$ cat src/rtl/irq_cause_bank.sv
module irq_cause_bank #(
  parameter int NSRC = 32
) (
  input  logic            clk,
  input  logic            rst_n,
  input  logic [2:0]      reg_addr,
  input  logic            reg_wr,
  input  logic [NSRC-1:0] reg_wdata,
  input  logic            reg_rd,
  output logic [NSRC-1:0] reg_rdata,
  input  logic [NSRC-1:0] evt_in,
  output logic            irq_out
);
  localparam logic [2:0] A_CTL = 3'd0, A_CAUSE = 3'd1, A_MASKED = 3'd2, A_SET = 3'd3,
                         A_MASK = 3'd4, A_MSET = 3'd5, A_MCLR = 3'd6;

  logic [NSRC-1:0] ctl_q, cause_q, mask_q, masked;
  logic [NSRC-1:0] clr_wr, clr_rd, set_v, cause_d, mask_d;
  logic            irq_q;

  assign masked = cause_q & ~mask_q;

  assign clr_wr = ((reg_wr && reg_addr == A_CAUSE)  ? (reg_wdata & ~ctl_q)           : '0)
                | ((reg_wr && reg_addr == A_MASKED) ? (reg_wdata & ~ctl_q & ~mask_q) : '0);
  assign clr_rd = ((reg_rd && reg_addr == A_CAUSE)  ? (cause_q & ctl_q) : '0)
                | ((reg_rd && reg_addr == A_MASKED) ? (masked & ctl_q)  : '0);
  assign set_v  = evt_in | ((reg_wr && reg_addr == A_SET) ? reg_wdata : '0);
  assign cause_d = (cause_q & ~(clr_wr | clr_rd)) | set_v;

  always_comb begin
    mask_d = mask_q;
    if (reg_wr) begin
      case (reg_addr)
        A_MASK:  mask_d = reg_wdata;
        A_MSET:  mask_d = mask_q | reg_wdata;
        A_MCLR:  mask_d = mask_q & ~reg_wdata;
        default: mask_d = mask_q;
      endcase
    end
  end

  always_comb begin
    case (reg_addr)
      A_CTL:    reg_rdata = ctl_q;
      A_CAUSE:  reg_rdata = cause_q;
      A_MASKED: reg_rdata = masked;
      A_MASK:   reg_rdata = mask_q;
      default:  reg_rdata = '0;
    endcase
  end

  always_ff @(posedge clk or negedge rst_n) begin
    if (!rst_n) begin
      ctl_q   <= '0;
      cause_q <= '0;
      mask_q  <= '1;
      irq_q   <= 1'b0;
    end else begin
      if (reg_wr && reg_addr == A_CTL) ctl_q <= reg_wdata;
      cause_q <= cause_d;
      mask_q  <= mask_d;
      irq_q   <= |masked;
    end
  end

  assign irq_out = irq_q;

  assert_set_wins_R10: assert property (@(posedge clk) disable iff (!rst_n)
    $past(rst_n) |-> ((cause_q & $past(set_v)) == $past(set_v)));

  assert_irq_follows_R9: assert property (@(posedge clk) disable iff (!rst_n)
    $past(rst_n) |-> (irq_out == |($past(cause_q) & ~$past(mask_q))));

  assert_wo_reads_zero_R11: assert property (@(posedge clk) disable iff (!rst_n)
    (reg_addr == A_SET || reg_addr == A_MSET || reg_addr == A_MCLR || reg_addr == 3'd7)
      |-> (reg_rdata == '0));

  assert_mask_set_R8: assert property (@(posedge clk) disable iff (!rst_n)
    ($past(rst_n) && $past(reg_wr && reg_addr == A_MSET))
      |-> ((mask_q & $past(reg_wdata)) == $past(reg_wdata)));

  assert_cor_clears_R4: assert property (@(posedge clk) disable iff (!rst_n)
    ($past(rst_n) && $past(reg_rd && !reg_wr && reg_addr == A_CAUSE))
      |-> ((cause_q & $past(ctl_q & cause_q & ~evt_in)) == '0));
endmodule

$ cat config.mk
export PLATFORM = sky130hd
export DESIGN_NAME = irq_cause_bank
export DESIGN_NICKNAME = d
export VERILOG_FILES = /design/src/rtl/irq_cause_bank.sv
export SDC_FILE = /design/constraint.sdc
export NUM_CORES = 1
export LEC_CHECK = 0
export ABC_CLOCK_PERIOD_IN_PS = 1660
export BUFFER_PORTS_ARGS = -buffer_cell sky130_fd_sc_hd__buf_2
export CELL_PAD_IN_SITES_DETAIL_PLACEMENT = 1
export CELL_PAD_IN_SITES_GLOBAL_PLACEMENT = 1
export CORE_ASPECT_RATIO = 0.5
export CORE_MARGIN = 2
export CORE_UTILIZATION = 43
export DETAILED_ROUTE_END_ITERATION = 10
export GPL_TIMING_DRIVEN = 1
export MAX_ROUTING_LAYER = met4
export PLACE_DENSITY = 0.8
export SETUP_SLACK_MARGIN = 0.5
export SKIP_LAST_GASP = 1
export SYNTH_ARGS = -nofsm -noshare
export SYNTH_HDL_FRONTEND = slang
export SYNTH_SLANG_ARGS = --single-unit
$ cat constraint.sdc
create_clock -name clk -period 1.66 [get_ports clk]
set_input_delay 0.249 -clock clk [delete_from_list [all_inputs] [get_ports clk]]
set_output_delay 0.249 -clock clk [all_outputs]
set_load 0.01 [all_outputs]
# == Yosys cells after proc, flatten, opt, wreduce, memory -nomap -nowiden ==
# Index checks and enable logic that the tools add are counted.
# word_totals
reg_bits,97
input_bits,71
out_inout_bits,33
elab_cells,44
# classes
eq_ne,6
muxes,7
bitwise,17
reduce_logical,10
# op_table
cell,count
$and 32x32->32,7
$or 32x32->32,6
$mux 32,5
$not 32->32,4
$pmux 32 s4,1
$pmux 32 s3,1
$reduce_or 32->1,1
$eq 3x3->1 const B,3
$eq 3x2->1 const B,2
$logic_and 1x1->1,6
$eq 3x1->1 const B,1
$logic_not 3->1,1
$reduce_bool 3->1,1
$reduce_and 2->1,1

# == Longest topological paths before layout ==
# Gate-level depths: netlist of run 1.
# depth
depth_word,9
mapped_depth,7
mapped_depth_nobuf,4

# == Worst setup path before layout of run 1 ==
# OpenSTA, ideal clock, no wires.
# synth_timing
kind,in2out
from,input reg_addr[0]
to,output reg_rdata[11]
arrival_ns,1.310
t_required_ns,1.411
slack_ns,0.101
stages,5
n_path_buf,3
cell_sequence,buf_6 clkbuf_1 clkbuf_1 a31oi_1 o21ai_0
# synth_via
elab_chain_cells,2
word_cells_on_any_way,5
classes_between,3 x eq/ne; 1 x mux; 1 x reduce/logical
# synth_lines
element,line_no,source
start: declaration,6,"input logic [2:0] reg_addr,"
"$eq 3x3->1, or another cell as far along",43,case (reg_addr)
$pmux 32 s4 *,43,
end: declaration,10,"output logic [NSRC-1:0] reg_rdata,"
# Mark *: on every way between the ends. The rest lies on a longest branch, timed or not.

# == Worst setup path after layout of run 1 ==
# layout_timing
from,register cause_q[21]
to,output reg_rdata[21]
# layout_via
elab_chain_cells,2
# layout_lines
element,line_no,source
start: declaration,17,"logic [NSRC-1:0] ctl_q, cause_q, mask_q, masked;"
start signal: assignment,60,cause_q <= cause_d;
$and 32x32->32,21,assign masked = cause_q & ~mask_q;
$pmux 32 s4 *,43,
# Marks and branches as above.

==> impl_metrics.ini, run 1 <==
[run_status]
status = finished, violations left
violations = setup timing

[synthesis]
yosysTopAreaCellShare_pct = 25.84
syn_area_um2 = 6294
synthCells = 710
ys_async_sr_fraction_pct = 100.0
synth-seq-cells = 97
ys.flop_type = dfrtp_1
synthTopCellsByArea = dfrtp_1 26%, dfstp_2 13%, nand3b_1 7.6%
synth_most_common_cell = nand2_1
synthTopCellsByCount = 93 x nand2_1, 92 x o21ai_0, 65 x dfrtp_1
avgSynthCellArea_um2 = 8.864
synth-seq-area-share_pct = 39.20
syn_nets = 781
ys_warn_count = 0
synth_top_area_cell = dfrtp_1
ys_types = 34
synth_edf_count = 0

[cts]
clock_latency_ns = 0.37
cts_inserted_buffers = 9
clockBufferDepth = 2
numClockSinks = 97
clkTransAtPathRegs_ns = 0.08
htreeDepth = 3
root_buffer = clkbuf_16
cts_tree = built

[cells_and_area]
antenna_cells = 0
syn2layout_area_growth_pct = 43.62
drive_above_1_share_pct = 43.25
fin_nets = 948

[placed_design]
io_buffer_count = 103
dp_hpwl_mm = 15.24
routabilityCongestion = 0.8189

[hold_path]
hold_path_end = cause_q[7]$_DFF_PN0_
hp-start = evt_in[7]
holdPathStages = 2
hold_path.class = input port to register

[timing]
rsz0062_at_grt = true
min_period_ns = 2.030
hold_slack_ns = 0.07559
max_freq_mhz = 492.5
max_slew_margin_pct = 68.62
finalHoldViolCount = 0
finalCritPeriodShare_pct = 122.3
setup_viol = 33
worst_slack_ns = -0.3704
slew_viol_final = 0
worst_slew_pin_slew_ns = 0.4706
skew_ns = 0.009075

[detailed_routing]
dr.pass1.iters = 5
routed_wl_mm = 33.37
viasPerCell = 6.943
wl_met2_mm = 14.81
drc = 0
wl_met1_mm = 12.77
top_layer_used = met4
drtAntennaViolNets = 0
vias = 7491
wl_met3_mm = 3.745
drt_iter0_drc = 836
routedWlPerCell_um = 30.93

[critical_path]
critical_path_arrival_ns = 1.78
rrSetupSlack_ns = -0.02
rr_startpoint = mask_q[10]$_DFFE_PN1P_
cp-start-kind = register
end_kind = output pin
r2r-end = irq_out$_DFF_PN0_
critPathKind = register to output pin
reg2regPathDepth = 5
cp_max_fo = 4
worstPathRequired_ns = 1.41

[floorplanning]
die_w_um = 175.1
pin_count = 104
die_y_um = 89.55
die_area_um2 = 15680
start_util_pct = 43.74
num_rows = 31
core_area_um2 = 14390

[power_and_ir_drop]
p_int_mw = 5.663
combinationalPowerShare_pct = 35.2
swShare_pct = 35.61
p_per_area_nw_per_um2 = 973.0
ir_worst_vdd_v = 0.0004754
p_leak_nw = 4.070
p_sw_mw = 3.132
p_total_mw = 8.795
power_frac_clock_pct = 27.2
power_frac_seq_pct = 37.6

[flow_run]
maxCapViolations = 0

[global_route]
grt_pass1_vias = 7264
antenna_found_initial = 0
grt_first_pass_wirelength_mm = 41.99
grt_overflow = 0
grt_usage_pct = 36.49
grt_max_degree = 33
power groups by stage:
stage / Clock (mW) / Combinational, mW / Sequential (mW)
floorplan: 0 / 1.23 / 3.23
global placement: 0 / 1.73 / 3.38
detailed placement: 0 / 1.81 / 3.41
CTS: 2.35 / 2.45 / 3.21
global route: 2.46 / 3.21 / 3.34
finish: 2.39 / 3.09 / 3.31
cell type report:
type / instances / area (um2)
clock buffer: 10 / 239.0
multi-input combinational: 521 / 3959
clock inverter: 5 / 80.08
timing repair buffer: 214 / 1917
sequential: 97 / 2469
fill: 1609 / 5351
tap: 198 / 247.7
inverter: 34 / 127.6
worst max-delay path by stage:
| stage | startpoint | end | slack (ns) | cells past startpoint |
|---|---|---|---|---|
| 6_report | cause_q[21]$_DFF_PN0_ | reg_rdata[21] | -0.37 | 5 |
| 5_1_grt | ctl_q[7]$_DFFE_PN0P_ | reg_rdata[7] | -0.42 | 5 |
| 3_3_place_gp | reg_addr[2] | reg_rdata[1] | 0.01 | 7 |
| 2_1_floorplan | reg_addr[1] | ctl_q[10]$_DFFE_PN0P_ | 0.24 | 4 |
| 3_5_place_dp | reg_addr[0] | cause_q[13]$_DFF_PN0_ | -0.05 | 7 |
| 4_1_cts | mask_q[15]$_DFFE_PN1P_ | reg_rdata[15] | -0.08 | 6 |
flip-flops by register name, summed over array words and instances (netlist names):
register and cells:
ctl_q 32, irq_out 1, cause_q 32, mask_q 32
cells by family (layout without fill, tap and decap cells):
kind of cell,Yosys count,count (layout),share of synthesized area [%]
AOI/OAI and AO/OA,241,241,23.50
buffers and inverters,92,263,6.700
DFF,97,97,39.20
muxes,62,62,10.50
and+or+nand+nor,218,218,20.10
metal layers:
metal  track usage [%]  vias to the layer above
met5                 -                        -
met3             7.696                      224
met4             16.97                        0
met1             44.18                     3685
met2             59.61                      639
li1                  -                     2943
per-stage QoR:
step | area, um2 | instances | setup slack [ns] | util (%) | TNS (ns)
global placement | 7338 | 1003 | 0.01176 | 51.00 | 0
global route | 9039 | 1079 | -0.4198 | 62.81 | -5.897
CTS | 8499 | 1070 | -0.08286 | 59.06 | -0.9566
detailed placement | 7338 | 1003 | -0.05096 | 51.00 | -0.2127
floorplan | 6459 | 710 | 0.2399 | - | 0
finish | 9039 | 1079 | -0.3704 | 62.81 | -4.645
critical path, stage by stage, from the launching register on:
cell      delay [ns]
dfrtp_1         0.46
nand3b_1        0.15
a21oi_1         0.24
a31oi_1         0.13
o21ai_1         0.25
buf_2           0.19
what timing repair did:
| action | 4_1_cts | 5_1_grt |
|---|---|---|
| hold endpoints to repair | 16 | 0 |
| gates cloned | 8 | 3 |
| gates resized for setup | 89 | 108 |
| buffers inserted | 43 | 6 |
| endpoints found under the setup margin | 97 | 129 |
| pin swaps | 29 | 66 |
| hold buffers | 1 | 0 |
cell usage in the layout, fill, tap and decap left out, drive strengths merged, types with 3 or more instances in the layout:
| cell | Yosys | layout |
|---|---|---|
| a21oi | 33 | 33 |
| a221o | 32 | 32 |
| a31oi | 64 | 64 |
| buf | 32 | 209 |
| clkbuf | 26 | 14 |
| dfrtp | 65 | 65 |
| dfstp | 32 | 32 |
| inv | 33 | 33 |
| mux2 | 32 | 32 |
| mux2i | 30 | 30 |
| nand2 | 93 | 93 |
| nand2b | 46 | 46 |
| nand3b | 64 | 64 |
| nor2 | 3 | 3 |
| nor3 | 5 | 5 |
| o2111ai | 4 | 4 |
| o21ai | 98 | 98 |
| o22ai | 8 | 8 |
(Power assumes the default switching activity.)
==> run 2: changes to the inputs <==
--- a/config.mk
+++ b/config.mk
@@ -6,5 +6,5 @@
 export NUM_CORES = 1
 export LEC_CHECK = 0
-export ABC_CLOCK_PERIOD_IN_PS = 1660
+export ABC_CLOCK_PERIOD_IN_PS = 2500
 export BUFFER_PORTS_ARGS = -buffer_cell sky130_fd_sc_hd__buf_2
 export CELL_PAD_IN_SITES_DETAIL_PLACEMENT = 1
@@ -12,9 +12,10 @@
 export CORE_ASPECT_RATIO = 0.5
 export CORE_MARGIN = 2
-export CORE_UTILIZATION = 43
+export CORE_UTILIZATION = 47
 export DETAILED_ROUTE_END_ITERATION = 10
 export GPL_TIMING_DRIVEN = 1
 export MAX_ROUTING_LAYER = met4
-export PLACE_DENSITY = 0.8
+export PLACE_DENSITY = 0.87
+export RECOVER_POWER = 50
 export SETUP_SLACK_MARGIN = 0.5
 export SKIP_LAST_GASP = 1
==> constraint.sdc (replaced) <==
create_clock -name clk -period 2.5 [get_ports clk]
set_input_delay 0.375 -clock clk [delete_from_list [all_inputs] [get_ports clk]]
set_output_delay 0.375 -clock clk [all_outputs]
set_load 0.005 [all_outputs]
==> impl_metrics.ini, run 2 (synthesis results as in run 1) <==
[run_status]
status = completed

[detailed_routing]
wl_met2_mm = 10.57
top_layer_used = met4
routedWlPerCell_um = 22.47
routed_wl_mm = 21.86
vias = 6268
wl_met3_mm = 1.690
viasPerCell = 6.442
drt_iter0_drc = 596
drtAntennaViolNets = 0
wl_met1_mm = 9.280
dr.pass1.iters = 6
drc = 0

[floorplanning]
die_y_um = 85.83
start_util_pct = 48.86
die_w_um = 167.7
pin_count = 104
num_rows = 29
core_area_um2 = 12880
die_area_um2 = 14390

[critical_path]
cp_max_fo = 32
r2r-end = irq_out$_DFF_PN0_
rrSetupSlack_ns = 0.98
rr_startpoint = mask_q[13]$_DFFE_PN1P_
critPathKind = input port to register
worstPathRequired_ns = 2.73
cp-start-kind = input port
end_kind = register
critical_path_arrival_ns = 2.39
cp-startpoint = reg_addr[0]
reg2regPathDepth = 4

[timing]
finalCritPeriodShare_pct = 86.68
skew_ns = 0.004669
max_slew_margin_pct = 24.64
finalHoldViolCount = 0
min_period_ns = 2.167
max_freq_mhz = 461.5
worst_slew_pin_slew_ns = 1.130
setup_viol = 0
hold_slack_ns = 0.2258
final.setup.tns_ns = 0
worst_slack_ns = 0.3330
rsz0062_at_grt = true
slew_viol_final = 0

[power_and_ir_drop]
p_int_mw = 3.139
combinationalPowerShare_pct = 24.3
swShare_pct = 32.48
power_frac_seq_pct = 48.0
p_per_area_nw_per_um2 = 633.5
ir_worst_vdd_v = 0.0003282
p_leak_nw = 3.271
power_frac_clock_pct = 27.7
p_total_mw = 4.650
p_sw_mw = 1.510

[cts]
cts_tree = built
numClockSinks = 97
clkTransAtPathRegs_ns = 0.07
root_buffer = clkbuf_16
cts_inserted_buffers = 9
htreeDepth = 3
clockBufferDepth = 2
clock_latency_ns = 0.34

[hold_path]
hold_path.class = input port to register
holdPathStages = 2
hp-start = evt_in[18]
hold_path_end = cause_q[18]$_DFF_PN0_

[flow_run]
maxCapViolations = 0

[placed_design]
io_buffer_count = 103
placed_area_um2 = 7015
routabilityCongestion = 0.8153
dp_hpwl_mm = 13.47
dp_cells = 951
place_ws_ns = 0.3106

[cells_and_area]
top_regs = cause_q: 32 flops, ctl_q: 32 flops, mask_q: 32 flops
syn2layout_area_growth_pct = 16.62
multi_input_area_um2 = 3408
mostFrequentLayoutCells = 99 x buf_2, 93 x nand2_1, 89 x o21ai_0
drive_above_1_share_pct = 26.40
final_core_util_pct = 56.98
mostFrequentLayoutCell = buf_2
fillCellCount = 1549
instances_no_fill = 973
register_area_um2 = 2467
antenna_cells = 0
fin_nets = 869
design_area_um2 = 7340

[global_route]
grt_max_degree = 70
grt_overflow = 0
grt_first_pass_wirelength_mm = 34.33
antenna_found_initial = 0
grt_usage_pct = 31.39
grt_pass1_vias = 6628
-- run 2: changes by cell type in the layout (fill, tap and decap cells not counted), sizes merged --
cell and change:
clkinv +2, inv +1, buf -78, clkinvlp -1
bufinv -2
-- run 2: worst max path at each step --
stage | to | cells past startpoint
after floorplan | reg_rdata[13] | 6
after global placement | reg_rdata[22] | 7
after detailed placement | mask_q[8]$_DFFE_PN1P_ | 6
after CTS | reg_rdata[0] | 8
after global routing | ctl_q[19]$_DFFE_PN0P_ | 4
final | ctl_q[13]$_DFFE_PN0P_ | 4
-- run 2: area by class of cell --
| type | instances | share of cell area [%] |
|---|---|---|
| Sequential cell | 97 | 33.62 |
| Tap cell | 170 | 2.898 |
| Timing Repair Buffer | 135 | 11.71 |
| Clock inverter | 5 | 0.4262 |
| Multi-Input combinational cell | 521 | 46.44 |
| Inverter | 34 | 1.739 |
| Clock buffer | 11 | 3.171 |
-- run 2: timing repair --
item / CTS / global route
setup buffers: 0 / 4
pin swaps: 0 / 1
gates cloned: 0 / 1
hold buffers: 1 / 0
endpoints found under the setup margin: 32 / 16
hold endpoints to repair: 19 / 0
resized for setup: 7 / 7
-- run 2: metal layers --
metal | global-route usage, % | up-vias
met5 | - | -
met4 | 10.75 | 0
met3 | 4.707 | 36
met2 | 52.02 | 286
met1 | 40.00 | 3180
li1 | - | 2766
-- run 2: worst max-delay path, cell delays in order --
cell      delay [ns]
buf_6           0.16
nor4b_1         0.46
clkbuf_2        0.93
mux2_2          0.43
-- run 2: power groups by stage --
stage | registers, mW | logic (mW) | clock network [mW]
after floorplan | 2.14 | 0.732 | 0
after detailed placement | 2.24 | 1.09 | 0
after CTS | 2.22 | 1.11 | 1.31
after global placement | 2.22 | 1.04 | 0
final | 2.23 | 1.13 | 1.29
after global routing | 2.28 | 1.24 | 1.36
==> run 3: changes to the inputs <==
REMOVE_ABC_BUFFERS = 1   (was default)
==> impl_metrics.ini, run 3 (synthesis results as in run 1) <==
[run_status]
status = completed

[power_and_ir_drop]
p_per_area_nw_per_um2 = 652.3
ir_worst_vdd_v = 0.0003423
p_leak_nw = 3.312

[detailed_routing]
vias = 6590
viasPerCell = 6.766
drtAntennaViolNets = 0
dr.pass1.iters = 5
drc = 0
drt_iter0_drc = 739
routed_wl_mm = 25.07
routedWlPerCell_um = 25.74

[floorplanning]
num_rows = 29
die_w_um = 167.7
die_y_um = 85.83
start_util_pct = 48.86
core_area_um2 = 12880
die_area_um2 = 14390
pin_count = 104

[timing]
min_period_ns = 2.402
worst_slew_pin_slew_ns = 0.8981
final.setup.tns_ns = 0
slew_viol_final = 0
finalCritPeriodShare_pct = 96.06
finalHoldViolCount = 0
max_slew_margin_pct = 40.13
max_freq_mhz = 416.4
worst_slack_ns = 0.09847
rsz0062_at_grt = true
setup_viol = 0
skew_ns = 0.006000

[global_route]
grt_first_pass_wirelength_mm = 38.87
grt_max_degree = 68
antenna_found_initial = 0
grt_overflow = 0
grt_usage_pct = 36.02
grt_pass1_vias = 7015

[critical_path]
end_kind = output pin
cp-start-kind = input port
critical_path_arrival_ns = 2.03
worstPathRequired_ns = 2.12
critPathKind = input port to output pin
cp_max_fo = 37
rrSetupSlack_ns = 0.82
reg2regPathDepth = 4
rr_startpoint = mask_q[21]$_DFFE_PN1P_
r2r-end = irq_out$_DFF_PN0_

[cells_and_area]
top_regs = cause_q: 32 flops, ctl_q: 32 flops, mask_q: 32 flops
syn2layout_area_growth_pct = 18.53
drive_above_1_share_pct = 26.74
mostFrequentLayoutCells = 98 x buf_2, 93 x nand2_1, 80 x o21ai_0
mostFrequentLayoutCell = buf_2
fin_nets = 870
final_core_util_pct = 57.91
antenna_cells = 0
fillCellCount = 1504

[hold_path]
hold_path.class = input port to register
hp-start = evt_in[6]
hold_path_end = cause_q[6]$_DFF_PN0_
holdPathStages = 2

[placed_design]
io_buffer_count = 103
dp_hpwl_mm = 14.09
routabilityCongestion = 0.8402
place_ws_ns = 0.3613

[cts]
numClockSinks = 97
clkTransAtPathRegs_ns = 0.07
clockBufferDepth = 2
clock_latency_ns = 0.35
cts_tree = built
root_buffer = clkbuf_16
cts_inserted_buffers = 9
htreeDepth = 3

[flow_run]
maxCapViolations = 0
run 3: what timing repair did:
action / CTS / global route
setup buffers: 0 / 3
pin swaps: 0 / 1
gates cloned: 2 / 0
hold buffers: 1 / 0
endpoints found under the hold margin: 20 / 0
gates resized for setup: 4 / 21
endpoints found under the setup margin: 20 / 27
run 3: how the worst max path moves through the flow:
| stage | endpoint | slack [ns] | from |
|---|---|---|---|
| after floorplan | cause_q[30]$_DFF_PN0_ | 0.39 | reg_rd |
| after global placement | reg_rdata[17] | 0.44 | reg_addr[0] |
| after detailed placement | reg_rdata[7] | 0.36 | reg_addr[0] |
| after CTS | reg_rdata[7] | 0.52 | reg_addr[1] |
| after global routing | reg_rdata[28] | 0.04 | reg_addr[1] |
| final | reg_rdata[28] | 0.1 | reg_addr[1] |
run 3: final cells by class:
cell class                 instances  area, um2  share of cell area, %
clock inverter                     6      42.54                 0.5703
clock buffer                      10      239.0                  3.204
inverter                          34      127.6                  1.711
multi-input combinational        521       3443                  46.16
timing repair buffer             136      927.1                  12.43
sequential                        97       2467                  33.08
tap                              170      212.7                  2.851
run 3: per-stage QoR:
stage | std cells | instance area [um2] | hold slack [ns] | power [mW]
3_5_place_dp | 952 | 7048 | 0.3500 | 3.359
6_report | 974 | 7460 | 0.2152 | 4.866
5_1_grt | 974 | 7460 | 0.2251 | 5.041
2_1_floorplan | 652 | 6000 | 0.07941 | 2.811
3_3_place_gp | 952 | 7048 | 0.3459 | 3.263
4_1_cts | 971 | 7415 | 0.2123 | 4.761
run 3: critical path, cell delays in order:
cell and delay (ns):
clkbuf_1 0.35, bufbuf_16 0.44, nand2b_1 0.14, a21oi_1 0.07, a31oi_1 0.29, o21ai_1 0.19, buf_2 0.16
run 3: where the power goes:
group	leakage, nW	switching [mW]	internal [mW]
clock	0.135	0.665	0.706
combinational	2.15	0.662	0.576
sequential	1.02	0.346	1.91
run 3: layer usage:
layer	vias to the layer above	part of all wire (%)	global-route usage [%]
li1	2777	-	-
met1	3312	40	44.31
met2	399	47	59.19
met3	102	8.4	6.968
met4	0	4.3	15.02
met5	-	0	-
